<file path="src/rtl/dirtime_pkg.sv">
package dirtime_pkg;
  localparam int NUM_LANES = 2;
  localparam int LANE_DIS  = 0;
  localparam int LANE_CHG  = 1;

  typedef enum logic {
    PM_AWAKE = 1'b0,
    PM_SLEEP = 1'b1
  } pm_state_t;
endpackage

</file>
<file path="src/rtl/dirtime_lane.sv">
module dirtime_lane #(
  parameter int CNT_W    = 16,
  parameter int SLOW_DIV = 256
) (
  input  logic             clk,
  input  logic             rst,
  input  logic             step,
  input  logic             wr_en,
  input  logic             wr_val,
  output logic [CNT_W-1:0] cnt,
  output logic             slow
);
  localparam int PRE_W = (SLOW_DIV > 1) ? $clog2(SLOW_DIV) : 1;
  localparam logic [PRE_W-1:0] PRE_TOP = PRE_W'(SLOW_DIV - 1);

  logic [CNT_W-1:0] cnt_q;
  logic [PRE_W-1:0] pre_q;
  logic             slow_q;
  logic             pre_top;
  logic             inc;
  logic             wrap;
  logic             slow_nxt;

  assign pre_top  = (pre_q == PRE_TOP);
  assign inc      = step && (!slow_q || pre_top);
  assign wrap     = inc && (cnt_q == {CNT_W{1'b1}});
  // a wrap sets the flag even when the host clears it on the same clock
  assign slow_nxt = (wr_en ? wr_val : slow_q) | wrap;

  always_ff @(posedge clk) begin
    if (rst) begin
      cnt_q  <= '0;
      pre_q  <= '0;
      slow_q <= 1'b0;
    end else begin
      if (inc) cnt_q <= cnt_q + 1'b1;
      slow_q <= slow_nxt;
      // restart the divider on every rate change
      if (slow_nxt != slow_q)  pre_q <= '0;
      else if (step && slow_q) pre_q <= pre_top ? '0 : pre_q + 1'b1;
    end
  end

  assign cnt  = cnt_q;
  assign slow = slow_q;


  cnt_needs_step_chk: assert property (@(posedge clk) disable iff (rst)
    (cnt_q != $past(cnt_q)) |-> $past(step));


  slow_from_top_chk: assert property (@(posedge clk) disable iff (rst)
    ($past(slow_q) && (cnt_q != $past(cnt_q))) |-> ($past(pre_q) == PRE_TOP));


  wrap_sets_flag_chk: assert property (@(posedge clk) disable iff (rst)
    ($rose(slow_q) && !$past(wr_en)) |-> (cnt_q == '0));
endmodule

</file>
<file path="src/rtl/dirtime_power.sv">
module dirtime_power #(
  parameter int IDLE_TICKS = 12
) (
  input  logic clk,
  input  logic rst,
  input  logic tick,
  input  logic sense_active,
  input  logic host_line,
  output logic asleep,
  output logic wake_o
);
  import dirtime_pkg::*;

  localparam int IDLE_W = $clog2(IDLE_TICKS + 1);
  localparam logic [IDLE_W-1:0] IDLE_LAST = IDLE_W'(IDLE_TICKS - 1);

  pm_state_t       state_q;
  logic [IDLE_W-1:0] idle_q;
  logic            wake_q;
  logic            idle_cond;

  assign idle_cond = !sense_active && !host_line;

  always_ff @(posedge clk) begin
    if (rst) begin
      state_q <= PM_AWAKE;
      idle_q  <= '0;
      wake_q  <= 1'b1;
    end else begin
      wake_q <= !(sense_active && host_line);
      if (!idle_cond) begin
        idle_q <= '0;
      end else if (state_q == PM_AWAKE && tick) begin
        if (idle_q == IDLE_LAST) begin
          state_q <= PM_SLEEP;
          idle_q  <= '0;
        end else begin
          idle_q <= idle_q + 1'b1;
        end
      end
      if (host_line) state_q <= PM_AWAKE;
    end
  end

  assign asleep = (state_q == PM_SLEEP);
  assign wake_o = wake_q;


  sleep_entry_chk: assert property (@(posedge clk) disable iff (rst)
    $rose(asleep) |-> $past(tick && !sense_active && !host_line));


  sleep_exit_chk: assert property (@(posedge clk) disable iff (rst)
    $fell(asleep) |-> $past(host_line));


  wake_high_asleep_chk: assert property (@(posedge clk) disable iff (rst)
    asleep |-> wake_o);
endmodule

</file>
<file path="src/rtl/dirtime_counter.sv">
module dirtime_counter #(
  parameter int CNT_W      = 16,
  parameter int SLOW_DIV   = 256,
  parameter int IDLE_TICKS = 12
) (
  input  logic             clk,
  input  logic             rst,
  input  logic             tick,
  input  logic             run_en,
  input  logic             sense_active,
  input  logic             sense_dir,
  input  logic             host_line,
  input  logic             slow_wr_en,
  input  logic [1:0]       slow_wr_data,
  output logic [CNT_W-1:0] dis_count,
  output logic [CNT_W-1:0] chg_count,
  output logic [1:0]       slow_bits,
  output logic             asleep_o,
  output logic             wake_o
);
  import dirtime_pkg::*;

  logic                 asleep;
  logic                 gate;
  logic [NUM_LANES-1:0] step;
  logic [CNT_W-1:0]     lane_cnt [NUM_LANES];
  logic [NUM_LANES-1:0] lane_slow;

  dirtime_power #(.IDLE_TICKS(IDLE_TICKS)) u_power (
    .clk          (clk),
    .rst          (rst),
    .tick         (tick),
    .sense_active (sense_active),
    .host_line    (host_line),
    .asleep       (asleep),
    .wake_o       (wake_o)
  );

  assign gate = tick && run_en && sense_active && !asleep;

  for (genvar i = 0; i < NUM_LANES; i++) begin : g_lane
    localparam logic LANE_DIR = (i == LANE_DIS);
    assign step[i] = gate && (sense_dir == LANE_DIR);
    dirtime_lane #(.CNT_W(CNT_W), .SLOW_DIV(SLOW_DIV)) u_lane (
      .clk    (clk),
      .rst    (rst),
      .step   (step[i]),
      .wr_en  (slow_wr_en),
      .wr_val (slow_wr_data[i]),
      .cnt    (lane_cnt[i]),
      .slow   (lane_slow[i])
    );
  end

  assign dis_count = lane_cnt[LANE_DIS];
  assign chg_count = lane_cnt[LANE_CHG];
  assign slow_bits = lane_slow;
  assign asleep_o  = asleep;


  one_direction_chk: assert property (@(posedge clk) disable iff (rst)
    !((dis_count != $past(dis_count)) && (chg_count != $past(chg_count))));


  frozen_asleep_chk: assert property (@(posedge clk) disable iff (rst)
    $past(asleep) |-> ((dis_count == $past(dis_count)) && (chg_count == $past(chg_count))));
endmodule

</file>
<file path="config.mk">
export PLATFORM = sky130hd
export DESIGN_NAME = dirtime_counter
export DESIGN_NICKNAME = d
export VERILOG_FILES = /design/src/rtl/dirtime_pkg.sv /design/src/rtl/dirtime_lane.sv /design/src/rtl/dirtime_power.sv /design/src/rtl/dirtime_counter.sv
export SDC_FILE = /design/constraint.sdc
export NUM_CORES = 1
export LEC_CHECK = 0
export BUFFER_PORTS_ARGS = -buffer_cell sky130_fd_sc_hd__buf_4
export CAP_MARGIN = 30
export CORE_ASPECT_RATIO = 0.7
export CORE_MARGIN = 4
export CORE_UTILIZATION = 45
export CTS_BUF_LIST = sky130_fd_sc_hd__clkbuf_8
export CTS_CLUSTER_DIAMETER = 150
export DETAILED_ROUTE_END_ITERATION = 10
export PLACE_DENSITY = 0.78
export RECOVER_POWER = 25
export SETUP_SLACK_MARGIN = 0.15
export SYNTH_ARGS = -nofsm -noshare
export SYNTH_HDL_FRONTEND = slang
export SYNTH_SLANG_ARGS = --single-unit
</file>
<file path="constraint.sdc">
create_clock -name clk -period 5.8 [get_ports clk]
set_input_delay 0.87 -clock clk [delete_from_list [all_inputs] [get_ports clk]]
set_output_delay 0.87 -clock clk [all_outputs]
set_load 0.02 [all_outputs]
</file>
* Word level (Yosys, flattened, before mapping)
Index checks and enable logic that the tools add are counted.
** Storage, ports and cells
- Register bits :: 56
- Logic and storage cells :: 58
** Cells by class
- $add $sub $neg :: 5
- Equality and inequality tests :: 7
- Mux-type cells :: 5
- Bitwise logic cells :: 5
- Reductions and logical operators :: 27
** Operators by type and width (number)
- $add A16 B1 Y16 const B :: 2
- $eq A16 B16 Y1 const B :: 2
- $add A8 B1 Y8 const B :: 2
- $eq A8 B8 Y1 const B :: 2
- $mux W8 :: 2
- $logic_and A1 B1 Y1 :: 14
- $reduce_or A2 Y1 :: 4
- $logic_not A1 Y1 :: 6
- $add A4 B1 Y4 const B :: 1
- $eq A4 B4 Y1 const B :: 1
- $mux W4 :: 1
- $not A1 Y1 :: 3
- $reduce_and A3 Y1 :: 1
- $logic_or A1 B1 Y1 :: 2
- $mux W1 :: 2
- $ne A1 B1 Y1 :: 2
- $or A1 B1 Y1 :: 2

* Logic depth before layout (Yosys ltp)
Gate-level depths: netlist of run 1.
- Depth after elaboration :: 9
- Mapped depth :: 7
- Gate-level depth less buffers :: 6

* Hierarchy
A second synthesis of run 1 with hierarchy kept.
** Unflattened totals
- Cells, all modules :: 310
- Area total of the unflattened synthesis :: 2738.9 µm²
** Modules (own cells, without submodules)
- dirtime_lane :: instances 2, cells each 139, area an instance 1217.4 µm², sequential area each 500.5 µm²
- dirtime_power :: instances 1, cells each 29, area an instance 271.5 µm², sequential area each 120.1 µm²
- dirtime_counter :: instances 1, cells each 3, area an instance 32.5 µm², sequential area each 0.0 µm²

* Least setup slack after synthesis of run 1
OpenSTA, ideal clock, no wires.
- Path kind :: in2reg
- Start :: input port run_en
- End :: register g_lane[0].u_lane.cnt_q[7]
- Setup time :: 0.121 ns
- Arrival :: 2.312 ns
- Data required time :: 5.679 ns
- Path slack :: 3.368 ns
- Cell stages on the path :: 7
- Cells stage by stage :: and4b_1 buf_2 and2_1 clkbuf_1 nand2_1 nor4_1 mux2_2
** On the way
- Word-level cells in the longest chain between the ends :: 5
** Ends and longest elaborated chain
- from (decl) :: line dirtime_counter.sv:9 : input logic run_en,
- $logic_and A1 B1 Y1 (3 in a row) :: line dirtime_counter.sv:39 : assign gate = tick && run_en && sense_active && !asleep;
- $logic_and A1 B1 Y1 :: line dirtime_counter.sv:43 : assign step[i] = gate && (sense_dir == LANE_DIR);
- $logic_and A1 B1 Y1 :: line dirtime_lane.sv:25 : assign inc = step && (!slow_q || pre_top);
- to (signal assigned) :: line dirtime_lane.sv:36 : if (inc) cnt_q <= cnt_q + 1'b1;
- to (decl) :: line dirtime_lane.sv:16 : logic [CNT_W-1:0] cnt_q;
No other way between the ends.
A chain may end at the register's enable or synchronous reset.

* Final worst setup path of run 1
- Start :: input port sense_active
- End :: register g_lane[1].u_lane.pre_q[0]
** On the way
- Word-level cells in the longest chain between the ends :: 8
- Elaborated cells between the ends (all ways) :: 9
** Ends and longest elaborated chain
- from (decl) :: line dirtime_counter.sv:10 : input logic sense_active,
- $logic_and A1 B1 Y1 (*) (2 in a row) :: line dirtime_counter.sv:39
- $logic_and A1 B1 Y1 (*) :: line dirtime_counter.sv:43
- $logic_and A1 B1 Y1 :: line dirtime_lane.sv:25
- $logic_and A1 B1 Y1 :: line dirtime_lane.sv:26 : assign wrap = inc && (cnt_q == {CNT_W{1'b1}});
- $or A1 B1 Y1 :: line dirtime_lane.sv:28 : assign slow_nxt = (wr_en ? wr_val : slow_q) | wrap;
- $ne A1 B1 Y1 :: line dirtime_lane.sv:39 : if (slow_nxt != slow_q) pre_q <= '0;
- $reduce_or A2 Y1 (no line)
- to (signal assigned) :: line dirtime_lane.sv:40 : else if (step && slow_q) pre_q <= pre_top ? '0 : pre_q + 1'b1;
- to (decl) :: line dirtime_lane.sv:17 : logic [PRE_W-1:0] pre_q;
Mark *: on every way between the ends. The rest lies on a longest branch, timed or not.

==> results of run 1 <==
[power breakdown]
group / total, mW / switching, mW / leakage (nW) / internal [mW]
logic: 0.0363 / 0.0239 / 0.604 / 0.0124
clock network: 0.252 / 0.125 / 0.0593 / 0.127
registers: 0.390 / 0.00348 / 0.452 / 0.386
total: 0.678 / 0.152 / 1.12 / 0.525
[synth_stat cells (2+ instances only)]
cell,number
a31oi_1,2
and3_1,6
nand3_1,21
nand2b_1,2
xnor2_1,20
nor4_1,7
inv_1,4
dfxtp_1,56
nor2_1,45
nor2b_1,4
nand3b_1,3
clkbuf_1,9
a21oi_1,15
nand2_1,24
ha_1,5
o21ai_0,8
a311oi_1,2
mux2i_1,4
or3_1,2
and2_1,4
nand4_1,12
xor2_1,15
nor3_1,15
nor3b_1,4
nor4b_1,3
mux2_2,2
buf_4,2
and4_1,8
[routing by layer]
| layer | wire (microns) | global-route usage [%] | up-vias |
|---|---|---|---|
| met4 | 63 | 4.42 | 0 |
| met1 | 3030 | 23.4 | 1159 |
| met3 | 309 | 4.55 | 8 |
| met2 | 2730 | 25.5 | 50 |
| li1 | - | - | 1237 |
| met5 | 0 | 0 | - |
[cells in the final DEF (no fill, tap or decap), types with 6 or more instances in the layout]
cell      count
buf_4        27
nand3_1      21
nand4_1      12
nor2_1       45
dfxtp_1      56
a21oi_1      15
and3_1        6
xnor2_1      20
nor4_1        7
o21ai_0       8
and4_1        8
nor3_1       15
nand2_1      24
xor2_1       15
clkbuf_1     18
[final timing paths]
kind | endpoint | slack (ps) | depth (start not counted)
setup / recovery | g_lane[1].u_lane.pre_q[0] | 2840 | 6
hold / removal | g_lane[0].u_lane.pre_q[7] | 490 | 2
setup reg to reg | g_lane[1].u_lane.pre_q[0] | 3100 | 5
hold reg to reg | g_lane[0].u_lane.pre_q[7] | 490 | 2
[stage by stage]
| stage | instance area (sq um) | utilization [%] |
|---|---|---|
| global route | 3170 | 54.3 |
| finish | 3170 | 54.3 |
| CTS | 3240 | 55.4 |
| global placement | 3130 | 53.6 |
| detailed placement | 3130 | 53.6 |
| floorplan | 2760 | - |
[sequential cells by signal (all words and copies together), names as in the netlist]
register / cells
g_lane.u_lane.slow: 2
u_power.wake_o: 1
g_lane.u_lane.cnt: 32
g_lane.u_lane.pre_q: 16
u_power.idle_q: 4
u_power.asleep: 1
[worst reg2reg max path: cells and delay by family, from the launching register on]
family / cells / cell delay (ps)
AOI/OAI and AO/OA: 2 / 830
DFF: 1 / 340
and+or+nand+nor: 3 / 1320
[cells by family (layout without fill, tap and decap cells)]
logic type	Yosys count	after routing	synth area share, %
adders and majority gates	5	5	2.26
AOI/OAI and AO/OA	40	40	9.10
muxes	6	6	2.26
and+or+nand+nor	166	166	31.8
buffers and inverters	17	57	2.90
xor gates and xnor gates	35	35	11.1
DFF	56	56	40.6
[cell type report]
class                      count  area (sq um)
sequential                    56          1120
fill                         560          2670
tap                           75          93.8
clock buffer                   5          68.8
inverter                       4          15.0
multi-input combinational    252          1560
timing repair buffer          45           270
clock inverter                 3          38.8
==> results.yml, run 1 <==
status:
  status: "finished, violations left"
  violations: "capacitance limit, slew limit"
detailed_routing:
  routed_via_density: 5.58
  num_vias: 2454
  ant_nets: 0
  drt_iter0_markers: 136
  routed_wl_mm: 6.14
  drc: 0
  routedWlPerCell_microns: 13.9
  drt-pass1-iter-count: 4
synthesis:
  synth_edf_count: 0
  syn_area_sq_mm: 0.00276
  synth-seq-cells: 56
  async_flop_share_pct: 0
  avgSynthCellArea_sq_um: 8.50
  synth_top_area_cell: "dfxtp_1"
  syn_inst: 325
  synth_area_leaders: "dfxtp_1 (41%), xnor2_1 (6.3%), nor2_1 (6.1%)"
  yosys_warnings: 0
  synth_nets: 340
  synth_flop_cell: "dfxtp_1"
  yosysUniqueCellTypes: 49
  yosysSeqAreaShare_pct: 40.6
  yosys.area.top_type_share_pct: 40.6
timing:
  hold_violations: 0
  slew_viol_final: 49
  min_period_over_period_pct: 51.0
  setup_violations: 0
  skew_ps: 14.6
  tightestPinTransition_ps: 2050
  max_freq_ghz: 0.338
  relSlewSlack_pct: -36.9
  fin_hold_ws_ps: 488
  tns_ps: 0
  period_minus_slack_ps: 2960
  fin_ws_ps: 2840
  rsz0062_at_grt: "no"
clock_network:
  path_clk_slew_ps: 90
  clock_tree.buffer_depth: 2
  postCtsSetupBuffers: 0
  clk_latency_ps: 320
  cts_tree: "yes"
  post_cts_resized: 0
  cts_buffers: 5
  ctsHoldBuffers: 0
  cts.sinks: 56
  root_buffer: "clkbuf_8"
  htree_levels: 2
worst_setup_path:
  crit_family: "simple AND/OR/NAND/NOR gates"
  cpPeakStageDelay_ps: 690
  critPathBufInv: 1
  rr_startpoint: "u_power.asleep"
  path_cells: "buf_4, and4b_1, nor2b_1, a32oi_1, a41oi_1, nor3_1"
  worstSetupStartpoint: "sense_active"
  cp-end-kind: "flip-flop"
  critical_path_arrival_ps: 3060
  startpoint_type: "input pin"
  slowest_stage: "nor2b_1"
  critPathKind: "input pin to flip-flop"
  crit_path_max_fanout: 13
  required_ps: 5910
grt:
  antenna_found_initial: 0
  grt_overflow: 0
  grt_usage_pct: 16.7
  grt_pass1_wl_mm: 10.1
  grt_pass1_vias: 2200
  grt_start_max_net_pins: 49
power_and_ir_drop:
  power.density_mw_per_mm2: 214
  power_mw: 0.678
  p_leak_nw: 1.12
  vdd_drop_max_mv: 0.128
die:
  dieArea_sq_mm: 0.00748
  core_area_sq_mm: 0.00584
  num_rows: 23
  io_pins: 46
  start_util_pct: 47.3
  die_w_microns: 102
  die_h_microns: 73.6
worst_hold_path:
  hold_class: "flip-flop to flip-flop"
  min_from: "g_lane[0].u_lane.pre_q[7]"
place:
  gp_congestion: 0.861
  port_buffers: 45
  dp_cells: 432
  hpwl_mm: 4.41
  dp_slack_ps: 2620
final_layout:
  layout.nets: 379
  insertedDiodeCount: 0
  layout-drive-gt1-share_pct: 11.2
  syn_to_final_growth_pct: 14.7
  stdcell_count: 440
job:
  drv_cap: 1
Note: power is estimated with default switching activity, not from simulation.
==> run 2: changes to the inputs <==
ABC_AREA = 1   (was unset)
PLACE_DENSITY = 0.8   (was 0.78)
clock period = 2.6 ns   (was 5.8 ns; I/O delays follow)
==> results.yml, run 2 <==
synthesis:
  synth_top_area_cell: "dfxtp_1"
  yosysMostFrequentCell: "nand2_1"
  synth_commonest_cells: "nand2_1 (125), nor2_1 (79), dfxtp_1 (56), inv_1 (39), nand3_1 (30)"
  yosysUniqueCellTypes: 31
  synth-seq-cells: 56
  syn_area_sq_mm: 0.00307
  yosys_warnings: 0
  synth_area_leaders: "dfxtp_1 (37%), nand2_1 (15%), nor2_1 (9.7%)"
  synth_edf_count: 0
  syn_inst: 459
  synth_flop_cell: "dfxtp_1"
  synth_nets: 474
  yosysSeqAreaShare_pct: 36.6
  yosys.area.top_type_share_pct: 36.6
  async_flop_share_pct: 0
  avgSynthCellArea_sq_um: 6.68
place:
  hpwl_mm: 5.15
  gp_congestion: 0.898
  port_buffers: 45
  placed_cell_area_sq_mm: 0.00346
  dp_slack_ps: 822
final_layout:
  final_util_pct: 54.8
  layout_common_cells: "nand2_1 (125), nor2_1 (79), dfxtp_1 (56)"
  layout_commonest_cell: "nand2_1"
  multi_input_area_sq_mm: 0.00173
  insertedDiodeCount: 0
  layout.nets: 517
  syn_to_final_growth_pct: 14.7
  regArea_sq_mm: 0.00112
  largest_reg_flops: 32
  fill_cells: 654
  final_area_sq_mm: 0.00352
  layout-drive-gt1-share_pct: 11.9
detailed_routing:
  drc: 0
  routed_wl_mm: 6.82
  ant_nets: 0
  drt_iter0_markers: 146
  drt-pass1-iter-count: 5
  routedWlPerCell_microns: 11.5
  num_vias: 2960
  routed_via_density: 4.98
worst_setup_path:
  rr_startpoint: "g_lane[0].u_lane.pre_q[0]"
  crit_path_max_fanout: 23
  worstSetupStartpoint: "rst"
  critPathKind: "input pin to flip-flop"
  r2r-end: "g_lane[0].u_lane.cnt[9]"
  critical_path_arrival_ps: 2240
  startpoint_type: "input pin"
  required_ps: 2800
  cp-end-kind: "flip-flop"
  rr_worst_depth: 11
  r2r_slack_ps: 780
die:
  die_h_microns: 77.1
  core_area_sq_mm: 0.00643
  start_util_pct: 47.7
  io_pins: 46
  num_rows: 24
  die_w_microns: 107
  dieArea_sq_mm: 0.00822
clock_network:
  cts_tree: "yes"
  cts.sinks: 56
  ctsHoldBuffers: 0
  path_clk_slew_ps: 100
  htree_levels: 2
  postCtsSetupBuffers: 0
  clock_tree.buffer_depth: 2
  clk_latency_ps: 310
  post_cts_resized: 0
  cts_buffers: 5
  root_buffer: "clkbuf_8"
power_and_ir_drop:
  power.density_mw_per_mm2: 445
  power.internal_mw: 1.23
  switching_power_mw: 0.340
  p_sw_share_pct: 21.7
  power_mw: 1.57
  vdd_drop_max_mv: 0.315
  seqPwrFrac_pct: 55.4
  p_leak_nw: 1.25
  combPwrFrac_pct: 5.2
  p_clk_share_pct: 39.4
timing:
  max_freq_ghz: 0.490
  fin_ws_ps: 559
  tightestPinTransition_ps: 1120
  setup_violations: 0
  tns_ps: 0
  slew_viol_final: 0
  hold_violations: 0
  period_minus_slack_ps: 2040
  rsz0062_at_grt: "no"
  relSlewSlack_pct: 25.5
  min_period_over_period_pct: 78.5
  skew_ps: 8.54
worst_hold_path:
  holdPathStages: 2
  hold_end: "u_power.asleep"
  hold_class: "input pin to flip-flop"
  min_from: "host_line"
status:
  status: "finished, final reports clean"
grt:
  grt_usage_pct: 16.8
  grt_pass1_wl_mm: 11.6
  antenna_found_initial: 0
  grt_pass1_vias: 2653
  grt_overflow: 0
  grt_start_max_net_pins: 24
job:
  drv_cap: 0
==> run 2: changes by cell type after synthesis, moves of 9 or more <==
cell / change
a21oi_1: +14
inv_1: +35
nand2_1: +101
nand3_1: +9
nor2_1: +34
==> run 2: worst max-delay path, cell delays in order <==
cell	delay, ps
clkbuf_1	800
inv_1	600
nand3_2	360
nor2_1	70
==> run 2: cell families (layout without fill, tap and decap cells) <==
| family | count (synthesis) | count (layout) | synth area share [%] |
|---|---|---|---|
| fa+ha+maj | 5 | 5 | 2.04 |
| xor+xnor | 23 | 23 | 6.57 |
| simple gates | 273 | 273 | 38.7 |
| compound gates | 50 | 50 | 8.98 |
| flops | 56 | 56 | 36.6 |
| buf+inv | 52 | 96 | 7.18 |
==> run 2: metrics by stage <==
stage,std cells,hold slack (ps)
floorplan,459,459
global placement,586,477
detailed placement,586,484
CTS,594,236
global route,594,236
finish,594,244
==> run 2: worst max-delay path by stage <==
stage / to / slack, ps / cells after the start
after global routing: g_lane[0].u_lane.pre_q[7] / 440 / 4
after floorplan: g_lane[1].u_lane.pre_q[4] / 1020 / 10
after detailed placement: g_lane[0].u_lane.cnt[9] / 820 / 11
after global placement: g_lane[0].u_lane.cnt[9] / 900 / 11
final: g_lane[1].u_lane.pre_q[4] / 560 / 4
after CTS: g_lane[0].u_lane.cnt[9] / 790 / 11
==> run 2: area by class of cell <==
type                            instances  area share, %
Clock buffer                            7           2.74
Timing Repair Buffer                   45           7.68
Multi-Input combinational cell        351           49.0
Inverter                               43           4.59
Clock inverter                          1          0.853
Sequential cell                        56           31.9
Tap cell                               91           3.24
==> run 2: power by group through the flow <==
stage	Clock, mW	Sequential (mW)	Combinational (mW)
finish	0.617	0.868	0.0822
global route	0.668	0.869	0.0906
CTS	0.628	0.868	0.0861
detailed placement	0	0.888	0.0857
global placement	0	0.887	0.0837
floorplan	0	0.890	0.0539
==> run 2: routing by layer <==
| metal | part of all wire, % | vias up | track usage (%) |
|---|---|---|---|
| met5 | 0 | - | 0 |
| met4 | 1.0 | 0 | 4.47 |
| met1 | 49 | 1325 | 23.0 |
| met3 | 6.3 | 9 | 3.94 |
| met2 | 44 | 91 | 26.6 |
| li1 | - | 1535 | - |
